<file path="src/rtl/acqrel_pkg.sv">
package acqrel_pkg;
   typedef enum logic {
      MK_INV   = 1'b0,
      MK_FLUSH = 1'b1
   } mkind_t;
endpackage

</file>
<file path="src/rtl/acqrel_walkq.sv">
module acqrel_walkq
   import acqrel_pkg::*;
#(
   parameter int DEPTH = 4
) (
   input  logic   clk,
   input  logic   rst_n,
   input  logic   push_a,
   input  mkind_t kind_a,
   input  logic   push_b,
   input  mkind_t kind_b,
   input  logic   pop,
   output logic   empty,
   output mkind_t head,
   output logic   room2,
   output logic   has_flush,
   output logic   has_inv
);
   localparam int PW = $clog2(DEPTH);
   localparam int CW = PW + 1;

   if (DEPTH < 2 || (DEPTH & (DEPTH - 1)) != 0) begin : g_bad_depth
      $error("walk queue depth must be a power of two, at least 2");
   end

   mkind_t           slot [DEPTH];
   logic [DEPTH-1:0] occ;
   logic [PW-1:0]    wp, rp, wp_n1;
   logic [CW-1:0]    fill;
   logic [DEPTH-1:0] is_f, is_i;

   for (genvar e = 0; e < DEPTH; e++) begin : g_scan
      assign is_f[e] = occ[e] && (slot[e] == MK_FLUSH);
      assign is_i[e] = occ[e] && (slot[e] == MK_INV);
   end

   assign has_flush = |is_f;
   assign has_inv   = |is_i;
   assign wp_n1     = wp + PW'(1);
   assign empty     = (fill == '0);
   assign head      = slot[rp];
   assign room2     = (fill <= CW'(DEPTH - 2));

   always_ff @(posedge clk) begin
      if (!rst_n) begin
         occ  <= '0;
         wp   <= '0;
         rp   <= '0;
         fill <= '0;
         for (int e = 0; e < DEPTH; e++) slot[e] <= MK_INV;
      end else begin
         if (pop) begin
            occ[rp] <= 1'b0;
            rp      <= rp + PW'(1);
         end
         if (push_a) begin
            slot[wp] <= kind_a;
            occ[wp]  <= 1'b1;
         end
         if (push_b) begin
            slot[wp_n1] <= kind_b;
            occ[wp_n1]  <= 1'b1;
         end
         wp   <= wp + PW'(push_a) + PW'(push_b);
         fill <= fill + CW'(push_a) + CW'(push_b) - CW'(pop);
      end
   end

   // queued walk orders are never lost to a full queue
   assert_no_overflow_R11: assert property (@(posedge clk) disable iff (!rst_n)
      push_a |-> (fill < CW'(DEPTH)));
   assert_pair_room_R11: assert property (@(posedge clk) disable iff (!rst_n)
      (push_a && push_b) |-> (fill <= CW'(DEPTH - 2)));
endmodule

</file>
<file path="src/rtl/acqrel_walker.sv">
module acqrel_walker
   import acqrel_pkg::*;
#(
   parameter int LINES = 8
) (
   input  logic                     clk,
   input  logic                     rst_n,
   input  logic                     q_empty,
   input  mkind_t                   q_head,
   output logic                     q_pop,
   input  logic                     mnt_ready,
   output logic                     mnt_valid,
   output logic [$clog2(LINES)-1:0] mnt_idx,
   output mkind_t                   mnt_kind
);
   localparam int            IW   = $clog2(LINES);
   localparam logic [IW-1:0] LAST = IW'(LINES - 1);

   if (LINES < 2) begin : g_bad_lines
      $error("walker needs at least two lines");
   end

   logic          active;
   logic [IW-1:0] idx;
   mkind_t        kind;

   assign q_pop     = !active && !q_empty;
   assign mnt_valid = active;
   assign mnt_idx   = idx;
   assign mnt_kind  = kind;

   always_ff @(posedge clk) begin
      if (!rst_n) begin
         active <= 1'b0;
         idx    <= '0;
         kind   <= MK_INV;
      end else if (q_pop) begin
         active <= 1'b1;
         idx    <= '0;
         kind   <= q_head;
      end else if (active && mnt_ready) begin
         if (idx == LAST) active <= 1'b0;
         else             idx    <= idx + IW'(1);
      end
   end

   // a stalled request holds its index and kind
   assert_hold_R2: assert property (@(posedge clk) disable iff (!rst_n)
      (mnt_valid && !mnt_ready) |=> (mnt_valid && $stable(mnt_idx) && $stable(mnt_kind)));
   // inside a walk the next request is the next index of the same kind
   assert_no_interleave_R11: assert property (@(posedge clk) disable iff (!rst_n)
      (mnt_valid && mnt_ready && mnt_idx != LAST) |=>
      (mnt_valid && mnt_idx == IW'($past(mnt_idx) + 1'b1) && mnt_kind == $past(mnt_kind)));
endmodule

</file>
<file path="src/rtl/acqrel_tally.sv">
module acqrel_tally #(
   parameter int W = 6
) (
   input  logic         clk,
   input  logic         rst_n,
   input  logic         inc,
   input  logic         dec,
   output logic [W-1:0] cnt
);
   localparam logic [W-1:0] MAXV = {W{1'b1}};

   always_ff @(posedge clk) begin
      if (!rst_n) begin
         cnt <= '0;
      end else begin
         case ({inc, dec})
            2'b10:   if (cnt != MAXV) cnt <= cnt + W'(1);
            2'b01:   if (cnt != '0)   cnt <= cnt - W'(1);
            default: cnt <= cnt;
         endcase
      end
   end

   // a completion at zero never wraps the count
   assert_no_underflow_R5: assert property (@(posedge clk) disable iff (!rst_n)
      (cnt == '0 && !inc) |=> (cnt == '0));
endmodule

</file>
<file path="src/rtl/acqrel_seq.sv">
module acqrel_seq
   import acqrel_pkg::*;
#(
   parameter int LINES  = 8,
   parameter int NCTX   = 4,
   parameter int QDEPTH = 4
) (
   input  logic                                   clk,
   input  logic                                   rst_n,
   input  logic                                   req_valid,
   output logic                                   req_ready,
   input  logic                                   req_acq,
   input  logic                                   req_rel,
   input  logic                                   req_kern,
   input  logic [$clog2(NCTX)-1:0]                req_ctx,
   output logic                                   fwd_valid,
   output logic                                   fwd_acq,
   output logic                                   fwd_rel,
   output logic                                   fwd_kern,
   output logic [$clog2(NCTX)-1:0]                fwd_ctx,
   output logic                                   mnt_valid,
   input  logic                                   mnt_ready,
   output logic [$clog2(LINES)-1:0]               mnt_idx,
   output logic                                   mnt_kind,
   input  logic                                   wb_ack,
   input  logic                                   inv_ack,
   output logic [$clog2(LINES*(QDEPTH+1)+1)-1:0]  wb_pend,
   output logic [$clog2(LINES*(QDEPTH+1)+1)-1:0]  inv_pend,
   output logic                                   kdone_valid,
   output logic [NCTX-1:0]                        kdone_mask
);
   localparam int IW   = $clog2(LINES);
   localparam int CTXW = $clog2(NCTX);
   localparam int CNTW = $clog2(LINES * (QDEPTH + 1) + 1);

   if (NCTX < 2) begin : g_bad_ctx
      $error("at least two contexts are required");
   end

   logic   push_a, push_b, q_pop, q_empty, q_room2, q_hf, q_hi;
   mkind_t kind_a, kind_b, q_head, w_kind;
   logic   w_valid;
   logic [IW-1:0] w_idx;

   acqrel_walkq #(.DEPTH(QDEPTH)) u_q (
      .clk(clk), .rst_n(rst_n),
      .push_a(push_a), .kind_a(kind_a), .push_b(push_b), .kind_b(kind_b),
      .pop(q_pop), .empty(q_empty), .head(q_head), .room2(q_room2),
      .has_flush(q_hf), .has_inv(q_hi)
   );

   acqrel_walker #(.LINES(LINES)) u_w (
      .clk(clk), .rst_n(rst_n),
      .q_empty(q_empty), .q_head(q_head), .q_pop(q_pop),
      .mnt_ready(mnt_ready), .mnt_valid(w_valid), .mnt_idx(w_idx), .mnt_kind(w_kind)
   );

   assign mnt_valid = w_valid;
   assign mnt_idx   = w_idx;
   assign mnt_kind  = w_kind;

   // counters: index 0 invalidates, index 1 flushes
   logic [1:0]      t_inc, t_dec;
   logic [CNTW-1:0] t_cnt [2];
   assign t_dec = {wb_ack, inv_ack};

   for (genvar k = 0; k < 2; k++) begin : g_tally
      assign t_inc[k] = w_valid && mnt_ready && (w_kind == mkind_t'(k));
      acqrel_tally #(.W(CNTW)) u_t (
         .clk(clk), .rst_n(rst_n), .inc(t_inc[k]), .dec(t_dec[k]), .cnt(t_cnt[k])
      );
   end

   assign inv_pend = t_cnt[0];
   assign wb_pend  = t_cnt[1];

   logic wb_busy, inv_busy, is_kend, is_kbeg, acc, fwd_go, kd_fire;
   logic [NCTX-1:0] ke_pend, ke_new;

   assign wb_busy   = (wb_pend != '0)  || (w_valid && w_kind == MK_FLUSH) || q_hf;
   assign inv_busy  = (inv_pend != '0) || (w_valid && w_kind == MK_INV)   || q_hi;
   assign is_kend   = req_kern && req_rel;
   assign is_kbeg   = req_kern && req_acq && !req_rel;
   assign req_ready = q_room2 && (!wb_busy || req_kern);
   assign acc       = req_valid && req_ready;
   assign kd_fire   = !wb_busy && (ke_pend != '0);

   always_comb begin
      push_a = 1'b0;
      kind_a = MK_INV;
      push_b = 1'b0;
      kind_b = MK_FLUSH;
      fwd_go = 1'b0;
      ke_new = '0;
      if (acc) begin
         if (wb_busy) begin
            if (is_kend)                    ke_new[req_ctx] = 1'b1;
            else if (is_kbeg && !inv_busy)  push_a = 1'b1;
         end else if (is_kend) begin
            ke_new[req_ctx] = 1'b1;
            push_a = 1'b1;
            kind_a = MK_FLUSH;
         end else begin
            fwd_go = 1'b1;
            if (req_acq && req_rel) begin
               push_a = 1'b1;
               push_b = 1'b1;
            end else if (req_rel) begin
               push_a = 1'b1;
               kind_a = MK_FLUSH;
            end else if (req_acq) begin
               push_a = 1'b1;
            end
         end
      end
   end

   always_ff @(posedge clk) begin
      if (!rst_n) begin
         fwd_valid   <= 1'b0;
         fwd_acq     <= 1'b0;
         fwd_rel     <= 1'b0;
         fwd_kern    <= 1'b0;
         fwd_ctx     <= '0;
         ke_pend     <= '0;
         kdone_valid <= 1'b0;
         kdone_mask  <= '0;
      end else begin
         fwd_valid <= fwd_go;
         if (fwd_go) begin
            fwd_acq  <= req_acq;
            fwd_rel  <= req_rel;
            fwd_kern <= req_kern;
            fwd_ctx  <= req_ctx;
         end
         ke_pend     <= (kd_fire ? '0 : ke_pend) | ke_new;
         kdone_valid <= kd_fire;
         kdone_mask  <= kd_fire ? ke_pend : '0;
      end
   end

   // kernel-end completion only after the writeback count has drained
   assert_kdone_drained_R8: assert property (@(posedge clk) disable iff (!rst_n)
      kdone_valid |-> ($past(wb_pend) == '0 && kdone_mask != '0));
   // an ordinary request is forwarded only with no writeback counted
   assert_fwd_gate_R6: assert property (@(posedge clk) disable iff (!rst_n)
      (fwd_valid && !fwd_kern) |-> ($past(wb_pend) == '0));
   // kernel-end requests never reach the forward port
   assert_kend_absorbed_R8: assert property (@(posedge clk) disable iff (!rst_n)
      fwd_valid |-> !(fwd_kern && fwd_rel));
endmodule

</file>
<file path="config.mk">
export PLATFORM = sky130hd
export DESIGN_NAME = acqrel_seq
export DESIGN_NICKNAME = d
export VERILOG_FILES = /design/src/rtl/acqrel_pkg.sv /design/src/rtl/acqrel_walkq.sv /design/src/rtl/acqrel_walker.sv /design/src/rtl/acqrel_tally.sv /design/src/rtl/acqrel_seq.sv
export SDC_FILE = /design/constraint.sdc
export NUM_CORES = 1
export LEC_CHECK = 0
export BUFFER_PORTS_ARGS = -buffer_cell sky130_fd_sc_hd__buf_2
export CAP_MARGIN = 30
export CORE_ASPECT_RATIO = 0.7
export CORE_MARGIN = 2
export CORE_UTILIZATION = 31
export CTS_BUF_LIST = sky130_fd_sc_hd__clkbuf_16
export DETAILED_ROUTE_END_ITERATION = 6
export MAX_ROUTING_LAYER = met4
export SYNTH_ARGS = -nofsm -noshare
export SYNTH_HDL_FRONTEND = slang
export SYNTH_SLANG_ARGS = --single-unit
</file>
<file path="constraint.sdc">
create_clock -name clk -period 2.92 [get_ports clk]
set_input_delay 0.584 -clock clk [delete_from_list [all_inputs] [get_ports clk]]
set_output_delay 0.584 -clock clk [all_outputs]
set_load 0.05 [all_outputs]
</file>
==> impl_metrics.yaml, run 1 <==
min_path:
  min_path_cells: 2
  holdCritStartpoint: "fwd_rel"
  hold_path_class: "reg2reg"
  holdPathEnd: "fwd_rel"
clock_tree:
  cts-root-buf: "clkbuf_16"
  post_cts_buffers: 0
  cts_sinks: 47
  cts_htree_levels: 2
  cts_buffer_depth: 2
  cts_resized: 0
  hold_buffers: 0
  clkSlewWorstSetupHoldPaths_ns: 0.06
  numCtsBuffers: 5
  cts_tree: "yes"
  insertion_delay_ns: 0.28
sta:
  rsz0062_at_grt: "no"
  final-hold-violation-count: 0
  max_freq_mhz: 369
  fin_crit_sh_pct: 92.8
  clock_skew_ns: 0.00385
  fin_ws_ns: 0.209
  maxSlewHeadroom_pct: 52.3
  holdWs_ns: 0.490
  tns_ns: 0
  finalMaxSlewViolations: 0
  setup_viol: 0
  tightest_slew_ns: 0.711
  fin_crit_ns: 2.71
die:
  ioPinCount: 40
  row_count: 28
  fp.dieW_um: 114
  start_util_pct: 31.4
  core_um2: 8340
  fp.dieArea_um2: 9220
  die_h_um: 80.9
worst_setup_path:
  criticalPathCategory: "reg2reg"
  max_stage_delay_ns: 0.38
  crit_slowest_cell: "fa_1"
  reg2reg_to: "u_q.fill[1]"
  ff2ff_path_depth: 9
  cp.required_ns: 3.10
  crit-reg2reg-launch: "u_w.mnt_kind"
  cp.arrival_ns: 2.89
  path_cells: "a222oi_1 > nand4_1 > nor3b_4 > nand3_2 > ha_4 > fa_2 > inv_2 > fa_1 > and2_1"
  cp_max_fo: 6
  ff2ff_setup_slack_ns: 0.21
  endpoint_kind: "flip-flop"
  cp-start-kind: "flip-flop"
place:
  finalWeightedCongestion: 0.854
  dp_hpwl_um: 4310
  dp_slack_ns: 0.203
  post_dp_cell_area_um2: 3000
  dp_cells: 431
  io_buffer_count: 39
grt:
  grt_pass1_vias: 2020
  antenna_found_initial: 0
  overflow: 0
  grt_pass1_wl_um: 9680
  grt_max_degree: 33
  track_usage_pct: 13.3
cells_and_area:
  final_util_pct: 37.7
  stdcell_area_um2: 3140
  drive_gt1_share_pct: 22.8
  antennaDiodeCount: 0
  final_cells: 439
  synthToLayoutAreaGrowth_pct: 20.0
  layout.nets: 365
pwr:
  finalPower_mw: 3.49
  irDropWorstVdd_uv: 250
  power_density_nw_per_um2: 1110
  leakagePower_nw: 1.34
yosys:
  ys_seq_elements: 47
  synth_area_leaders: "dfxtp_1 (36%), ha_1 (7.6%), mux2i_1 (5.3%)"
  yosysMostFrequentCell: "dfxtp_1"
  synth_edf_count: 0
  synth.distinct_cells: 53
  synthTopCellsByCount: "dfxtp_1 (47), nor2_1 (32), nand2_1 (27), inv_1 (23), ha_1 (16)"
  synth_ff_type: "dfxtp_1"
  synth_warnings: 0
  synthArstFlopShare_pct: 0
  synth_top_area_share_pct: 35.9
  yosysTopAreaCell: "dfxtp_1"
  yosysSeqAreaShare_pct: 35.9
  syn_area_per_cell_um2: 9.07
  synth_nets: 321
  syn_area_um2: 2620
  syn_inst: 289
detailed_routing:
  ant_nets: 0
  initialDrtViolationCount: 188
  routed_wl_um: 5780
  drt_pass1_iterations: 4
  routed_via_density: 5.02
  vias: 2202
  wire_per_inst_um: 13.2
  post-route-drc-count: 0
outcome:
  outcome: "complete, no violations"
flow_run:
  cap_violations: 0
[placed cells by master, fill, tap and decap left out, types with 5 or more instances in the layout]
cell type,n
a21oi_1,14
a22oi_1,6
buf_2,39
buf_4,8
clkbuf_16,5
dfxtp_1,42
ha_1,15
inv_1,22
mux2i_1,14
nand2_1,27
nand3_1,9
nor2_1,32
o21ai_0,7
xnor2_1,7
[report_power, final]
part	total (mW)	leakage [nW]	internal (mW)	switching, mW
clock network	0.564	0.0674	0.316	0.248
logic	1.94	0.891	0.712	1.23
registers	0.985	0.386	0.805	0.180
[kinds of logic after synthesis]
group | after synthesis | synth area share (%)
compound gates | 57 | 16.8
xor+xnor | 10 | 3.34
fa+ha+maj | 21 | 11.5
buf+inv | 33 | 5.15
flops | 47 | 35.9
mux | 15 | 6.21
simple gates | 106 | 21.1
[state kept, by name, summed over array words and instances, names as in the netlist, 2 cells and up]
| name | count |
|---|---|
| g_tally.u_t.cnt | 12 |
| u_q.rp | 2 |
| ke_pend | 4 |
| u_w.mnt_idx | 3 |
| u_q.slot | 4 |
| u_q.occ | 4 |
| u_q.fill | 3 |
| fwd_ctx | 2 |
| kdone_mask | 4 |
| u_q.wp | 2 |
[worst max-delay path, delay by kind of cell, from the launching register on]
family | cells | cell delay, ns
compound gates | 1 | 0.37
buf+inv | 1 | 0.06
simple gates | 4 | 0.82
fa+ha+maj | 3 | 0.98
flops | 1 | 0.36
[metal layers]
layer | vias to the layer above | track usage, % | wire length, um
met1 | 1046 | 18.3 | 3070
met5 | - | - | 0
li1 | 1117 | - | -
met4 | 0 | 2.56 | 29
met2 | 35 | 20.6 | 2490
met3 | 4 | 2.54 | 194
[cell type report]
| cell class | instances | area, um2 |
|---|---|---|
| fillers | 849 | 5190 |
| multi-input cells | 209 | 1570 |
| repair buffers | 47 | 255 |
| clock buffers | 5 | 125 |
| clock inverters | 3 | 20.0 |
| inverters | 23 | 86.3 |
| flip-flops and latches | 47 | 952 |
| well taps | 105 | 131 |
[how the worst max path moves through the flow]
| stage | slack (ns) | to | startpoint | depth (start not counted) |
|---|---|---|---|---|
| after floorplan | 0.003 | u_q.fill[1] | u_w.mnt_valid | 10 |
| after global placement | 0.25 | u_q.fill[1] | req_rel | 10 |
| after detailed placement | 0.20 | u_q.fill[1] | req_rel | 10 |
| after CTS | 0.18 | u_q.fill[1] | u_w.mnt_kind | 10 |
| after global routing | 0.006 | u_q.fill[1] | u_w.mnt_kind | 10 |
| final | 0.21 | u_q.fill[1] | u_w.mnt_kind | 9 |
Note: power is estimated with default switching activity, not from simulation.
==> run 2, diff against run 1 <==
- RECOVER_POWER: unset -> 25
- TNS_END_PERCENT: unset -> 50
==> impl_metrics.yaml, run 2 (synthesis gave the netlist of run 1 again) <==
detailed_routing:
  drt_pass1_iterations: 4
  post-route-drc-count: 0
  initialDrtViolationCount: 187
  routed_via_density: 5.01
  routed_wl_um: 5810
  wire_per_inst_um: 13.2
  ant_nets: 0
  vias: 2199
grt:
  antenna_found_initial: 0
  track_usage_pct: 13.3
  grt_pass1_vias: 2020
  grt_pass1_wl_um: 9680
  grt_max_degree: 33
  use_met3_pct: 2.54
  grt_use_met2_pct: 20.6
  met1_usage_pct: 18.3
  overflow: 0
  grt_most_used_layer: "met2"
cells_and_area:
  final_util_pct: 37.5
  final_cells: 439
  layout.nets: 365
  antennaDiodeCount: 0
  largest_reg_flops: 12
  fill_cells: 852
  regMostFlops: "g_tally.u_t.cnt"
  drive_gt1_share_pct: 19.8
  layout_commonest_cell: "dfxtp_1"
  synthToLayoutAreaGrowth_pct: 19.3
  mostFrequentLayoutCells: "dfxtp_1 (42), nor2_1 (32), buf_2 (32)"
min_path:
  min_path_cells: 2
  hold_path_class: "reg2reg"
  holdCritStartpoint: "fwd_rel"
  holdPathEnd: "fwd_rel"
worst_setup_path:
  endpoint_kind: "flip-flop"
  cp.arrival_ns: 2.89
  cp-start-kind: "flip-flop"
  cp.required_ns: 3.10
  cp_max_fo: 6
  criticalPathCategory: "reg2reg"
  ff2ff_path_depth: 9
  crit-reg2reg-launch: "u_w.mnt_kind"
  ff2ff_setup_slack_ns: 0.20
  reg2reg_to: "u_q.fill[1]"
sta:
  fin_crit_ns: 2.72
  tns_ns: 0
  fin_ws_ns: 0.204
  rsz0062_at_grt: "no"
  final-hold-violation-count: 0
  tightest_slew_ns: 0.727
  clock_skew_ns: 0.00400
  fin_crit_sh_pct: 93.0
  maxSlewHeadroom_pct: 51.3
  setup_viol: 0
  max_freq_mhz: 368
  finalMaxSlewViolations: 0
die:
  row_count: 28
  fp.dieW_um: 114
  die_h_um: 80.9
  fp.dieArea_um2: 9220
  core_um2: 8340
  ioPinCount: 40
  start_util_pct: 31.4
outcome:
  outcome: "complete, no violations"
pwr:
  leakagePower_nw: 1.31
  irDropWorstVdd_uv: 250
  power_density_nw_per_um2: 1110
  finalPower_mw: 3.47
clock_tree:
  cts-root-buf: "clkbuf_16"
  hold_buffers: 0
  post_cts_buffers: 0
  cts_tree: "yes"
  numCtsBuffers: 5
  clkSlewWorstSetupHoldPaths_ns: 0.06
  cts_resized: 0
  cts_buffer_depth: 2
  cts_htree_levels: 2
  cts_sinks: 47
  insertion_delay_ns: 0.28
place:
  finalWeightedCongestion: 0.854
  dp_hpwl_um: 4310
  io_buffer_count: 39
  dp_cells: 431
  dp_slack_ns: 0.203
flow_run:
  cap_violations: 0
## run 2: critical path, stage by stage (launching register included)
cell      delay, ns
dfxtp_4        0.36
a222oi_1       0.37
nand4_1        0.24
nor3b_4        0.27
nand3_2        0.16
ha_4           0.27
fa_2           0.33
inv_2          0.06
fa_1           0.38
and2_1         0.16
## run 2: cell type report
class | count | area [um2] | area share (%)
multi-input combinational | 209 | 1570 | 50.3
sequential | 47 | 952 | 30.5
timing repair buffer | 47 | 239 | 7.64
tap | 105 | 131 | 4.20
clock buffer | 5 | 125 | 4.00
inverter | 23 | 86.3 | 2.76
clock inverter | 3 | 20.0 | 0.640
## run 2: worst max path at each step
stage,startpoint,to,depth (start not counted)
6_report,u_w.mnt_kind,u_q.fill[1],9
5_1_grt,u_w.mnt_kind,u_q.fill[1],10
4_1_cts,u_w.mnt_kind,u_q.fill[1],10
3_5_place_dp,req_rel,u_q.fill[1],10
3_3_place_gp,req_rel,u_q.fill[1],10
2_1_floorplan,u_w.mnt_valid,u_q.fill[1],10
## run 2: routing by layer
layer / share of wire, % / vias up / wire length, um
li1: - / 1116 / -
met1: 53 / 1043 / 3080
met2: 43 / 38 / 2520
met3: 3.5 / 2 / 204
met4: 0.17 / 0 / 10
met5: 0 / - / 0
## run 2: where the power goes
part	internal, mW	leakage [nW]	switching (mW)
logic	0.690	0.852	1.23
clock network	0.316	0.0674	0.247
registers	0.805	0.386	0.182
## run 2: per-stage QoR
| stage | hold slack, ns | area [um2] |
|---|---|---|
| 6_report | 0.496 | 3130 |
| 4_1_cts | 0.497 | 3140 |
| 5_1_grt | 0.513 | 3130 |
| 3_3_place_gp | 0.473 | 3000 |
| 2_1_floorplan | 0.464 | 2660 |
| 3_5_place_dp | 0.481 | 3000 |
